===== src/rtl/sdram_word_pkg.sv =====
package sdram_word_pkg;

  typedef enum logic [2:0] {
    CMD_NOP, CMD_ACT, CMD_RD, CMD_WR, CMD_PRE, CMD_REF
  } cmd_e;

  typedef enum logic [2:0] {
    ST_IDLE, ST_REF, ST_ACT, ST_RCD, ST_CAS, ST_WREC, ST_PRE
  } state_e;

  function automatic int unsigned max2(input int unsigned a, input int unsigned b);
    return (a > b) ? a : b;
  endfunction

endpackage


===== src/rtl/sdram_dcnt.sv =====
module sdram_dcnt #(
  parameter int unsigned W = 3
) (
  input  logic         clk_i,
  input  logic         rst_ni,
  input  logic         load_i,
  input  logic [W-1:0] load_val_i,
  output logic         zero_o
);
  logic [W-1:0] cnt_q;

  always_ff @(posedge clk_i or negedge rst_ni) begin
    if (!rst_ni)                cnt_q <= '0;
    else if (load_i)            cnt_q <= load_val_i;
    else if (cnt_q != '0)       cnt_q <= cnt_q - 1'b1;
  end

  assign zero_o = (cnt_q == '0);
endmodule


===== src/rtl/sdram_addr_split.sv =====
module sdram_addr_split #(
  parameter int unsigned COL_W  = 8,
  parameter int unsigned ROW_W  = 12,
  parameter int unsigned BANK_W = 2,
  localparam int unsigned ADDR_W = COL_W + ROW_W + BANK_W
) (
  input  logic [ADDR_W-1:0] addr_i,
  output logic [COL_W-1:0]  col_o,
  output logic [ROW_W-1:0]  row_o,
  output logic [BANK_W-1:0] bank_o
);
  assign col_o  = addr_i[COL_W-1:0];
  assign row_o  = addr_i[COL_W +: ROW_W];
  assign bank_o = addr_i[COL_W+ROW_W +: BANK_W];
endmodule


===== src/rtl/sdram_cmd_enc.sv =====
module sdram_cmd_enc import sdram_word_pkg::*; #(
  parameter int unsigned COL_W  = 8,
  parameter int unsigned ROW_W  = 12,
  parameter int unsigned BANK_W = 2
) (
  input  cmd_e              cmd_i,
  input  logic [BANK_W-1:0] bank_i,
  input  logic [ROW_W-1:0]  row_i,
  input  logic [COL_W-1:0]  col_i,
  output logic              cs_no,
  output logic              ras_no,
  output logic              cas_no,
  output logic              we_no,
  output logic [BANK_W-1:0] ba_o,
  output logic [ROW_W-1:0]  a_o
);
  logic [3:0] pins;

  always_comb begin
    pins = 4'b0111;
    ba_o = '0;
    a_o  = '0;
    unique case (cmd_i)
      CMD_ACT: begin pins = 4'b0011; ba_o = bank_i; a_o = row_i; end
      CMD_RD:  begin pins = 4'b0101; ba_o = bank_i; a_o[COL_W-1:0] = col_i; end
      CMD_WR:  begin pins = 4'b0100; ba_o = bank_i; a_o[COL_W-1:0] = col_i; end
      CMD_PRE: begin pins = 4'b0010; ba_o = bank_i; end
      CMD_REF: pins = 4'b0001;
      default: pins = 4'b0111;
    endcase
  end

  assign {cs_no, ras_no, cas_no, we_no} = pins;
endmodule


===== src/rtl/sdram_word_fsm.sv =====
module sdram_word_fsm import sdram_word_pkg::*; #(
  parameter int unsigned T_RCD   = 2,
  parameter int unsigned T_WR    = 2,
  parameter int unsigned CAS_LAT = 2,
  parameter int unsigned CNT_W   = 3
) (
  input  logic             clk_i,
  input  logic             rst_ni,
  input  logic             host_valid_i,
  input  logic             host_we_i,
  input  logic             ref_req_i,
  input  logic             rc_zero_i,
  input  logic             rp_zero_i,
  input  logic             ras_zero_i,
  input  logic             step_zero_i,
  output logic             host_ready_o,
  output logic             accept_o,
  output cmd_e             cmd_o,
  output logic             load_rc_o,
  output logic             load_ras_o,
  output logic             load_rp_o,
  output logic             load_step_o,
  output logic [CNT_W-1:0] step_val_o,
  output logic             capture_o
);
  state_e state_q, state_d;
  logic   we_q;
  logic   ref_pend_q;
  logic   ref_done;

  assign host_ready_o = (state_q == ST_IDLE) && !ref_pend_q;
  assign accept_o     = host_ready_o && host_valid_i;

  always_comb begin
    state_d     = state_q;
    cmd_o       = CMD_NOP;
    load_rc_o   = 1'b0;
    load_ras_o  = 1'b0;
    load_rp_o   = 1'b0;
    load_step_o = 1'b0;
    step_val_o  = '0;
    capture_o   = 1'b0;
    ref_done    = 1'b0;
    unique case (state_q)
      ST_IDLE: begin
        if (ref_pend_q)        state_d = ST_REF;
        else if (host_valid_i) state_d = ST_ACT;
      end
      ST_REF: if (rc_zero_i && rp_zero_i) begin
        cmd_o     = CMD_REF;
        load_rc_o = 1'b1;
        ref_done  = 1'b1;
        state_d   = ST_IDLE;
      end
      ST_ACT: if (rc_zero_i && rp_zero_i) begin
        cmd_o       = CMD_ACT;
        load_rc_o   = 1'b1;
        load_ras_o  = 1'b1;
        load_step_o = 1'b1;
        step_val_o  = CNT_W'(T_RCD - 1);
        state_d     = ST_RCD;
      end
      ST_RCD: if (step_zero_i) begin
        load_step_o = 1'b1;
        if (we_q) begin
          cmd_o      = CMD_WR;
          step_val_o = CNT_W'(T_WR - 1);
          state_d    = ST_WREC;
        end else begin
          cmd_o      = CMD_RD;
          step_val_o = CNT_W'(CAS_LAT - 1);
          state_d    = ST_CAS;
        end
      end
      ST_CAS: if (step_zero_i) begin
        capture_o = 1'b1;
        state_d   = ST_PRE;
      end
      ST_WREC: if (step_zero_i) state_d = ST_PRE;
      ST_PRE: if (ras_zero_i) begin
        cmd_o     = CMD_PRE;
        load_rp_o = 1'b1;
        state_d   = ST_IDLE;
      end
      default: state_d = ST_IDLE;
    endcase
  end

  always_ff @(posedge clk_i or negedge rst_ni) begin
    if (!rst_ni) begin
      state_q    <= ST_IDLE;
      we_q       <= 1'b0;
      ref_pend_q <= 1'b0;
    end else begin
      state_q <= state_d;
      if (accept_o) we_q <= host_we_i;
      // a new request outranks the clear of the one just served
      if (ref_req_i)     ref_pend_q <= 1'b1;
      else if (ref_done) ref_pend_q <= 1'b0;
    end
  end

  AST_REF_BEFORE_ACCEPT: assert property (@(posedge clk_i) disable iff (!rst_ni)
    ref_req_i && state_q == ST_IDLE |=> !host_ready_o);
endmodule


===== src/rtl/sdram_word_ctrl.sv =====
module sdram_word_ctrl import sdram_word_pkg::*; #(
  parameter int unsigned COL_W   = 8,
  parameter int unsigned ROW_W   = 12,
  parameter int unsigned BANK_W  = 2,
  parameter int unsigned DATA_W  = 32,
  parameter int unsigned T_RCD   = 2,
  parameter int unsigned T_RP    = 2,
  parameter int unsigned T_WR    = 2,
  parameter int unsigned T_RC    = 7,
  parameter int unsigned T_RAS   = 4,
  parameter int unsigned CAS_LAT = 2,
  localparam int unsigned ADDR_W = COL_W + ROW_W + BANK_W,
  localparam int unsigned T_MAX  = max2(max2(max2(T_RCD, T_RP), max2(T_WR, T_RC)),
                                        max2(T_RAS, CAS_LAT)),
  localparam int unsigned CNT_W  = $clog2(T_MAX + 1)
) (
  input  logic              clk_i,
  input  logic              rst_ni,
  input  logic              host_valid_i,
  output logic              host_ready_o,
  input  logic              host_we_i,
  input  logic [ADDR_W-1:0] host_addr_i,
  input  logic [DATA_W-1:0] host_wdata_i,
  output logic [DATA_W-1:0] host_rdata_o,
  output logic              host_rvalid_o,
  input  logic              ref_req_i,
  output logic              sd_cs_no,
  output logic              sd_ras_no,
  output logic              sd_cas_no,
  output logic              sd_we_no,
  output logic [BANK_W-1:0] sd_ba_o,
  output logic [ROW_W-1:0]  sd_a_o,
  output logic [DATA_W-1:0] sd_dq_o,
  output logic              sd_dq_oe_o,
  input  logic [DATA_W-1:0] sd_dq_i
);
  cmd_e              cmd_w;
  logic              accept;
  logic              load_rc, load_ras, load_rp, load_step, capture;
  logic              rc_zero, ras_zero, rp_zero, step_zero;
  logic [CNT_W-1:0]  step_val;
  logic [ADDR_W-1:0] addr_q;
  logic [DATA_W-1:0] wdata_q, rdata_q;
  logic              rvalid_q;
  logic [COL_W-1:0]  col;
  logic [ROW_W-1:0]  row;
  logic [BANK_W-1:0] bank;

  sdram_word_fsm #(
    .T_RCD(T_RCD), .T_WR(T_WR), .CAS_LAT(CAS_LAT), .CNT_W(CNT_W)
  ) u_fsm (
    .clk_i, .rst_ni,
    .host_valid_i, .host_we_i, .ref_req_i,
    .rc_zero_i(rc_zero), .rp_zero_i(rp_zero), .ras_zero_i(ras_zero), .step_zero_i(step_zero),
    .host_ready_o, .accept_o(accept), .cmd_o(cmd_w),
    .load_rc_o(load_rc), .load_ras_o(load_ras), .load_rp_o(load_rp),
    .load_step_o(load_step), .step_val_o(step_val), .capture_o(capture)
  );

  sdram_dcnt #(.W(CNT_W)) u_rc_cnt (
    .clk_i, .rst_ni, .load_i(load_rc), .load_val_i(CNT_W'(T_RC - 1)), .zero_o(rc_zero));
  sdram_dcnt #(.W(CNT_W)) u_ras_cnt (
    .clk_i, .rst_ni, .load_i(load_ras), .load_val_i(CNT_W'(T_RAS - 1)), .zero_o(ras_zero));
  sdram_dcnt #(.W(CNT_W)) u_rp_cnt (
    .clk_i, .rst_ni, .load_i(load_rp), .load_val_i(CNT_W'(T_RP - 1)), .zero_o(rp_zero));
  sdram_dcnt #(.W(CNT_W)) u_step_cnt (
    .clk_i, .rst_ni, .load_i(load_step), .load_val_i(step_val), .zero_o(step_zero));

  sdram_addr_split #(.COL_W(COL_W), .ROW_W(ROW_W), .BANK_W(BANK_W)) u_split (
    .addr_i(addr_q), .col_o(col), .row_o(row), .bank_o(bank));

  sdram_cmd_enc #(.COL_W(COL_W), .ROW_W(ROW_W), .BANK_W(BANK_W)) u_enc (
    .cmd_i(cmd_w), .bank_i(bank), .row_i(row), .col_i(col),
    .cs_no(sd_cs_no), .ras_no(sd_ras_no), .cas_no(sd_cas_no), .we_no(sd_we_no),
    .ba_o(sd_ba_o), .a_o(sd_a_o));

  always_ff @(posedge clk_i or negedge rst_ni) begin
    if (!rst_ni) begin
      addr_q   <= '0;
      wdata_q  <= '0;
      rdata_q  <= '0;
      rvalid_q <= 1'b0;
    end else begin
      if (accept) begin
        addr_q  <= host_addr_i;
        wdata_q <= host_wdata_i;
      end
      if (capture) rdata_q <= sd_dq_i;
      rvalid_q <= capture;
    end
  end

  assign host_rdata_o  = rdata_q;
  assign host_rvalid_o = rvalid_q;
  assign sd_dq_o       = wdata_q;
  assign sd_dq_oe_o    = (cmd_w == CMD_WR);

  // shadow spacing counters, saturating, used only by the checks below
  logic [7:0] since_act, since_pre, since_wr, since_ref, since_row;
  always_ff @(posedge clk_i or negedge rst_ni) begin
    if (!rst_ni) begin
      since_act <= '1; since_pre <= '1; since_wr <= '1; since_ref <= '1; since_row <= '1;
    end else begin
      since_act <= (cmd_w == CMD_ACT) ? 8'd1 : (since_act == '1 ? since_act : since_act + 8'd1);
      since_pre <= (cmd_w == CMD_PRE) ? 8'd1 : (since_pre == '1 ? since_pre : since_pre + 8'd1);
      since_wr  <= (cmd_w == CMD_WR)  ? 8'd1 : (since_wr  == '1 ? since_wr  : since_wr  + 8'd1);
      since_ref <= (cmd_w == CMD_REF) ? 8'd1 : (since_ref == '1 ? since_ref : since_ref + 8'd1);
      since_row <= (cmd_w == CMD_ACT || cmd_w == CMD_REF) ? 8'd1
                 : (since_row == '1 ? since_row : since_row + 8'd1);
    end
  end

  AST_RCD_GAP: assert property (@(posedge clk_i) disable iff (!rst_ni)
    (cmd_w == CMD_RD || cmd_w == CMD_WR) |-> since_act >= 8'(T_RCD));
  AST_WR_REC_GAP: assert property (@(posedge clk_i) disable iff (!rst_ni)
    cmd_w == CMD_PRE |-> since_wr >= 8'(T_WR));
  AST_RAS_GAP: assert property (@(posedge clk_i) disable iff (!rst_ni)
    cmd_w == CMD_PRE |-> since_act >= 8'(T_RAS));
  AST_RP_GAP: assert property (@(posedge clk_i) disable iff (!rst_ni)
    (cmd_w == CMD_ACT || cmd_w == CMD_REF) |-> since_pre >= 8'(T_RP));
  AST_RC_GAP: assert property (@(posedge clk_i) disable iff (!rst_ni)
    (cmd_w == CMD_ACT || cmd_w == CMD_REF) |-> since_row >= 8'(T_RC));
  AST_REF_QUIET: assert property (@(posedge clk_i) disable iff (!rst_ni)
    cmd_w != CMD_NOP |-> since_ref >= 8'(T_RC));
  AST_BUSY_AFTER_ACCEPT: assert property (@(posedge clk_i) disable iff (!rst_ni)
    host_valid_i && host_ready_o |=> !host_ready_o);
  AST_RVALID_PULSE: assert property (@(posedge clk_i) disable iff (!rst_ni)
    host_rvalid_o |=> !host_rvalid_o);
  AST_CAS_ALIGN: assert property (@(posedge clk_i) disable iff (!rst_ni)
    $rose(host_rvalid_o) |-> $past(cmd_w == CMD_RD, 3));
endmodule


===== config.mk =====
export PLATFORM = sky130hd
export DESIGN_NAME = sdram_word_ctrl
export DESIGN_NICKNAME = d
export VERILOG_FILES = /design/src/rtl/sdram_word_pkg.sv /design/src/rtl/sdram_dcnt.sv /design/src/rtl/sdram_addr_split.sv /design/src/rtl/sdram_cmd_enc.sv /design/src/rtl/sdram_word_fsm.sv /design/src/rtl/sdram_word_ctrl.sv
export SDC_FILE = /design/constraint.sdc
export NUM_CORES = 1
export LEC_CHECK = 0
export ABC_AREA = 1
export CAP_MARGIN = 5
export CORE_ASPECT_RATIO = 0.9
export CORE_MARGIN = 4
export CORE_UTILIZATION = 68
export DETAILED_ROUTE_END_ITERATION = 12
export DONT_BUFFER_PORTS = 1
export HOLD_SLACK_MARGIN = 0.1
export PLACE_DENSITY_LB_ADDON = 0.1
export SKIP_CTS_REPAIR_TIMING = 1
export SLEW_MARGIN = 20
export SYNTH_ARGS = -nofsm -noshare
export SYNTH_HDL_FRONTEND = slang
export SYNTH_HIERARCHICAL = 1
export SYNTH_SLANG_ARGS = --single-unit

===== constraint.sdc =====
create_clock -name clk_i -period 4.3 [get_ports clk_i]
set_input_delay 0.215 -clock clk_i [delete_from_list [all_inputs] [get_ports clk_i]]
set_output_delay 0.215 -clock clk_i [all_outputs]
set_load 0.005 [all_outputs]

After elaboration in Yosys (flattened, before gate mapping)
Index checks and enable logic that the tools add are counted.
{"block": "classes", "reduce_logical": 23, "add_sub_neg": 4, "mux": 40, "eq_ne": 17}
{"cell": "$mux 3", "n": 18}
{"cell": "$pmux 3 s6", "n": 1}
{"cell": "$pmux 8 s2", "n": 1}
{"cell": "$eq 3x3->1 const B", "n": 5}
{"cell": "$logic_not 3->1", "n": 5}
{"cell": "$pmux 3 s5", "n": 1}
{"cell": "$mux 1", "n": 14}
{"cell": "$eq 3x2->1 const B", "n": 4}
{"cell": "$pmux 3 s4", "n": 1}
{"cell": "$reduce_bool 3->1", "n": 4}
{"cell": "$sub 3x1->3 const B", "n": 4}
{"cell": "$reduce_bool 2->1", "n": 5}
{"cell": "$eq 3x1->1 const B", "n": 2}
{"cell": "$ne 2x1->1 const B", "n": 3}
{"cell": "$pmux 3 s2", "n": 1}
{"cell": "$reduce_and 6->1", "n": 1}
{"cell": "$reduce_or 2->1", "n": 3}
{"cell": "$mux 4", "n": 1}
{"cell": "$ne 2x2->1 const B", "n": 2}
{"cell": "$reduce_or 4->1", "n": 1}
{"cell": "$logic_and 1x1->1", "n": 3}
{"cell": "$ne 3x2->1 const B", "n": 1}
{"cell": "$mux 2", "n": 1}
{"cell": "$pmux 1 s2", "n": 1}
{"cell": "$logic_not 1->1", "n": 1}
{"block": "totals", "reg_bits": 104, "input_bits": 91, "output_inout_bits": 85, "word_cells": 95}

Logic depth before layout (Yosys ltp)
{"block": "logic_depth", "ltp_word": 7, "mapped_depth": 13, "mapped_depth_nobuf": 12}

Modules after synthesis
Netlist, hierarchy kept.
{"module": "sdram_word_ctrl", "seq_area_each_um2": 2177.1, "cells_each": 369, "n_inst": 1, "area_per_inst_um2": 3334.4}
{"module": "sdram_dcnt", "seq_area_each_um2": 75.1, "cells_each": 32, "n_inst": 4, "area_per_inst_um2": 207.7}
{"module": "sdram_word_fsm", "seq_area_each_um2": 125.1, "cells_each": 70, "n_inst": 1, "area_per_inst_um2": 432.9}
{"module": "sdram_cmd_enc", "seq_area_each_um2": 0.0, "cells_each": 54, "n_inst": 1, "area_per_inst_um2": 266.5}
{"module": "sdram_addr_split", "seq_area_each_um2": 0.0, "cells_each": 22, "n_inst": 1, "area_per_inst_um2": 165.2}

Worst setup path after synthesis
Ideal clock, no wire load.
{"block": "synth_path", "path_kind": "register to output", "startpoint": "register u_rc_cnt.cnt_q[0]", "endpoint": "output sd_a_o[2]", "stages_incl_launch_ff": 12, "required_time_ns": 4.085, "arrival_ns": 1.819, "path_slack_ns": 2.266, "path_buffers": 1, "cell_sequence": "dfrtp_1 -> inv_1 -> ha_1 -> inv_1 -> nor2_2 -> nand2_1 -> nor2_1 -> inv_1 -> nand3_1 -> nand3_2 -> buf_6 -> o21ai_2"}
{"block": "synth_via", "elab_chain_cells": 7, "word_cells_on_any_way": 10, "classes_between": "3 x eq/ne; 4 x mux; 3 x reduce/logical"}
{"item": "start, declared", "line": "sdram_dcnt.sv:10", "source": "logic [W-1:0] cnt_q;"}
{"item": "start signal, assigned", "line": "sdram_dcnt.sv:14", "source": "else if (load_i) cnt_q <= load_val_i;"}
{"item": "start signal, assigned", "line": "sdram_dcnt.sv:15", "source": "else if (cnt_q != '0) cnt_q <= cnt_q - 1'b1;"}
{"item": "$logic_not 3->1 (*)", "line": "sdram_dcnt.sv:18", "source": "assign zero_o = (cnt_q == '0);"}
{"item": "net rc_zero", "line": "sdram_word_ctrl.sv:40", "source": "logic rc_zero, ras_zero, rp_zero, step_zero;"}
{"item": "$logic_and 1x1->1 (*)", "line": "sdram_word_fsm.sv:49, sdram_word_fsm.sv:55"}
{"item": "$mux 1 or $mux 3 (tied branches)", "line": "sdram_word_fsm.sv:55, sdram_word_fsm.sv:49"}
{"item": "$pmux 3 s4 (*)", "line": "sdram_word_fsm.sv:44", "source": "unique case (state_q)"}
{"item": "net cmd_w[0]", "line": "sdram_word_ctrl.sv:37", "source": "cmd_e cmd_w;"}
{"item": "$eq 3x2->1", "line": "sdram_cmd_enc.sv:23", "source": "unique case (cmd_i)"}
{"item": "$reduce_or 2->1 (no line)"}
{"item": "$pmux 8 s2 (*)", "line": "sdram_cmd_enc.sv:23"}
{"item": "end, declared", "line": "sdram_word_ctrl.sv:32", "source": "output logic [ROW_W-1:0] sd_a_o,"}
The timed path passes the listed nets; every way through them passes the cells marked *.

Worst setup path after layout
{"block": "layout_path", "startpoint": "register u_rp_cnt.cnt_q[0]", "endpoint": "output sd_a_o[7]"}
{"block": "layout_via", "elab_chain_cells": 7, "word_cells_on_any_way": 10, "classes_between": "3 x eq/ne; 4 x mux; 3 x reduce/logical"}
{"item": "start, declared", "line": "sdram_dcnt.sv:10"}
{"item": "start signal, assigned", "line": "sdram_dcnt.sv:14"}
{"item": "start signal, assigned", "line": "sdram_dcnt.sv:15"}
{"item": "$logic_not 3->1 (*)", "line": "sdram_dcnt.sv:18"}
{"item": "net rp_zero", "line": "sdram_word_ctrl.sv:40"}
{"item": "$logic_and 1x1->1 (*)", "line": "sdram_word_fsm.sv:49, sdram_word_fsm.sv:55"}
{"item": "$mux 1 or $mux 3 (tied branches)", "line": "sdram_word_fsm.sv:55, sdram_word_fsm.sv:49"}
{"item": "$pmux 3 s4 (*)", "line": "sdram_word_fsm.sv:44"}
{"item": "net cmd_w[0]", "line": "sdram_word_ctrl.sv:37"}
{"item": "$eq 3x2->1", "line": "sdram_cmd_enc.sv:23"}
{"item": "$reduce_or 2->1 (no line)"}
{"item": "$pmux 8 s2 (*)", "line": "sdram_cmd_enc.sv:23"}
Marks and branches as above.

==> impl_metrics.toml <==
[status]
status = "finished, final reports clean"

[clocking]
cts_sinks = 104
insertion_delay_ps = 370
cts.path.max_buffers = 2
root_buffer = "sky130_fd_sc_hd__clkbuf_8"
clock_tree.htree_level_count = 3
cts_made_buffers = 9
clock_input_transition_at_the_sequential_cells_of_the_worst_setup_and_hold_paths_ps = 110
tritoncts_clock_tree = "done"

[power_and_ir_drop]
ir_worst_vdd_uv = 383
power.switching_mw = 1.30
pwr-share-seq_pct = 51.8
clkPwrFrac_pct = 18.3
power.leakage_nw = 3.05
power.total_mw = 3.26
pd_cells_nw_per_um2 = 550
comb_power_share_pct = 29.9
netSwitchingFraction_pct = 39.8
cellInternalPower_mw = 1.97

[worst_setup_path]
crit-reg2reg-capture = "sd_dq_o[29]"
critical-path-top-cell-by-count = "sky130_fd_sc_hd__inv_1"
r2r_cell_count = 7
cp_slowest_stage_delay_ps = 400
path_class = "flip-flop to output port"
cp_data_required_time_ps = 4090
setup.worst_path.end_class = "output port"
critical_path.endpoint = "sd_a_o[7]"
cp_arrival_ps = 2770
critical_path.startpoint = "u_rp_cnt/cnt_q[0]"
setup.reg_to_reg.worst_slack_ps = 1920
regToRegStartpoint = "u_fsm/state_q[0]"
cp-start-kind = "flip-flop"
critical_path.cell_chain = "inv_1 > ha_1 > inv_1 > nor2_2 > nand2_1 > nor2_1 > inv_1 > nand3_1 > nand3_2 > o21ai_0"
worstPathMaxFanout = 14
slowest_stage = "sky130_fd_sc_hd__dfrtp_1"

[global_routing]
grt_antenna_before_repair = 0
remaining_overflow_grt = 0
grt_first_pass_wirelength_um = 16700
grt_pass1_vias = 3464
maximum_number_of_pins_on_one_net_before_global_route_repair = 105
gr-usage-all-layers_pct = 23.9

[floorplan]
rows = 29
placeableCoreArea_um2 = 7110
io_pins = 176
die_width_um = 98.7
chipHeight_um = 89.6
starting_utilization_of_the_core_area_pct = 70.7
die-area_um2 = 8840

[synthesis]
yosysUniqueCellTypes = 23
synth-edff-count = 0
synthCells = 643
syn-cell-area_um2 = 5030
yosysWarningCount = 6
seq_area_frac_synth_pct = 51.7
syn_area_per_cell_um2 = 7.82
synth.ff_latch_count = 104
async_reset_ff_share_pct = 100
ys.flop_type = "sky130_fd_sc_hd__dfrtp_1"

[layout]
area_growth_syn_to_layout_pct = 18.1
leading_cell_types_in_the_layout_fill_and_taps_excluded = "sky130_fd_sc_hd__nand2_1 (353), sky130_fd_sc_hd__dfrtp_1 (104), sky130_fd_sc_hd__dlygate4sd3_1 (89), sky130_fd_sc_hd__inv_1 (44)"
number_of_filler_instances_in_the_final_layout = 417
register_area_um2 = 2600
multi_input_area_um2 = 1880
drive_gt1_share_pct = 6.32
nNetsFinal = 807
mostFrequentLayoutCell = "sky130_fd_sc_hd__nand2_1"

[routing]
antenna_violating_nets_left = 0
drt_first_iter_violations = 237
drt-wirelength-per-cell_um = 16.7
drc_errors = 0
via_per_inst = 5.38
vias = 4335
routed_wirelength_um = 13500
drt_pass1_iterations = 5

[sta]
worst_slew_pin_slew_ps = 853
grt_setup_unrepaired = "false"
timing.final.crit_period_ps = 2990
setup_total_negative_slack_ps = 0
setup_viol = 0
relSlewSlack_pct = 42.5
slew_violations = 0
max_freq_mhz = 335
final.period_utilization_pct = 69.5
worst_clock_skew_ps = 23.7
hold_viol = 0

[place]
globalplace.congestion = 0.865
place.detailed.hpwl_um = 7710
port_buffers = 0

[flow_run]
max_cap_viol_count = 0

[worst_hold_path]
worst_hold_path_type = "input pin to flip-flop"
[layer usage]
layer	wire length, um	track usage, %
met4	489	7.44
met3	1130	9.11
met1	4820	30.1
met5	0	0
met2	7050	39.2
[worst min-delay path by stage]
stage                               to  slack [ps]  cells past startpoint          from
global placement     u_rp_cnt/cnt_q[2]         -80                      0        rst_ni
finish                      addr_q[21]         250                      4  host_valid_i
floorplan                    addr_q[0]         -80                      0        rst_ni
detailed placement  u_ras_cnt/cnt_q[2]         -80                      0        rst_ni
global route               sd_dq_o[11]         290                      4  host_valid_i
CTS                 u_ras_cnt/cnt_q[2]        -480                      0        rst_ni
[cells in the mapped netlist (2+ instances only)]
cell,number,area (um2)
sky130_fd_sc_hd__nor2_2,7,43.8
sky130_fd_sc_hd__nand2_2,2,12.5
sky130_fd_sc_hd__nand4_1,4,25.0
sky130_fd_sc_hd__o21ai_2,4,35.0
sky130_fd_sc_hd__buf_4,32,240
sky130_fd_sc_hd__ha_1,9,113
sky130_fd_sc_hd__conb_1,4,15.0
sky130_fd_sc_hd__inv_2,9,33.8
sky130_fd_sc_hd__buf_6,11,124
sky130_fd_sc_hd__nand3_2,2,20.0
sky130_fd_sc_hd__inv_1,44,165
sky130_fd_sc_hd__nand3_1,7,35.0
sky130_fd_sc_hd__nand2_1,353,1330
sky130_fd_sc_hd__nor2_1,18,67.6
sky130_fd_sc_hd__dfrtp_1,104,2600
sky130_fd_sc_hd__buf_2,3,15.0
sky130_fd_sc_hd__a21oi_1,7,35.0
sky130_fd_sc_hd__o21ai_0,18,90.1
[final cells by class]
class | count | share of cell area (%)
sequential | 104 | 43.8
multi-input combinational | 446 | 31.6
timing repair buffer | 92 | 15.7
inverter | 54 | 3.50
clock buffer | 10 | 2.32
tap | 93 | 1.96
clock inverter | 6 | 1.03
antenna | 1 | 0.0421
[cell families (layout without fill, tap and decap cells)]
| logic type | after synthesis | after routing | share of synthesized area (%) |
|---|---|---|---|
| and+or+nand+nor | 395 | 395 | 30.6 |
| DFF | 104 | 104 | 51.7 |
| buffers and inverters | 101 | 162 | 11.7 |
| AOI/OAI and AO/OA | 30 | 30 | 3.33 |
| adders and majority gates | 9 | 9 | 2.24 |
| other | 4 | 13 | 0.298 |
[power by group through the flow]
stage / registers, mW / clock network, mW / logic, mW
floorplan: 1.58 / 0 / 0.842
global placement: 1.67 / 0 / 0.782
detailed placement: 1.68 / 0 / 0.848
CTS: 1.67 / 0.603 / 0.846
global route: 1.72 / 0.646 / 1.15
finish: 1.69 / 0.597 / 0.977
[critical path, delay by kind of cell, from the launching register on]
| family | cells | cell delay (ps) |
|---|---|---|
| simple gates | 5 | 1130 |
| buf+inv | 3 | 290 |
| compound gates | 1 | 390 |
| flops | 1 | 400 |
| fa+ha+maj | 1 | 190 |
[stage by stage]
| stage | std cells | setup slack (ps) | hold slack [ps] | util [%] | cell area (um2) |
|---|---|---|---|---|---|
| floorplan | 651 | 2270 | -80.6 | - | 5060 |
| global placement | 699 | 1920 | -77.3 | 67.8 | 4820 |
| detailed placement | 699 | 1730 | -78.1 | 67.8 | 4820 |
| CTS | 715 | 1300 | -483 | 70.5 | 5020 |
| global route | 805 | 1040 | 286 | 83.5 | 5940 |
| finish | 806 | 1310 | 255 | 83.5 | 5940 |
[state kept, by name, summed over array words and instances (netlist names), 3 cells and up]
signal	cells
addr_q	22
host_rdata_o	32
sd_dq_o	32
u_fsm/state_q	3
u_ras_cnt/cnt_q	3
u_rc_cnt/cnt_q	3
u_rp_cnt/cnt_q	3
u_step_cnt/cnt_q	3
Power figures use the tool's default switching activity.
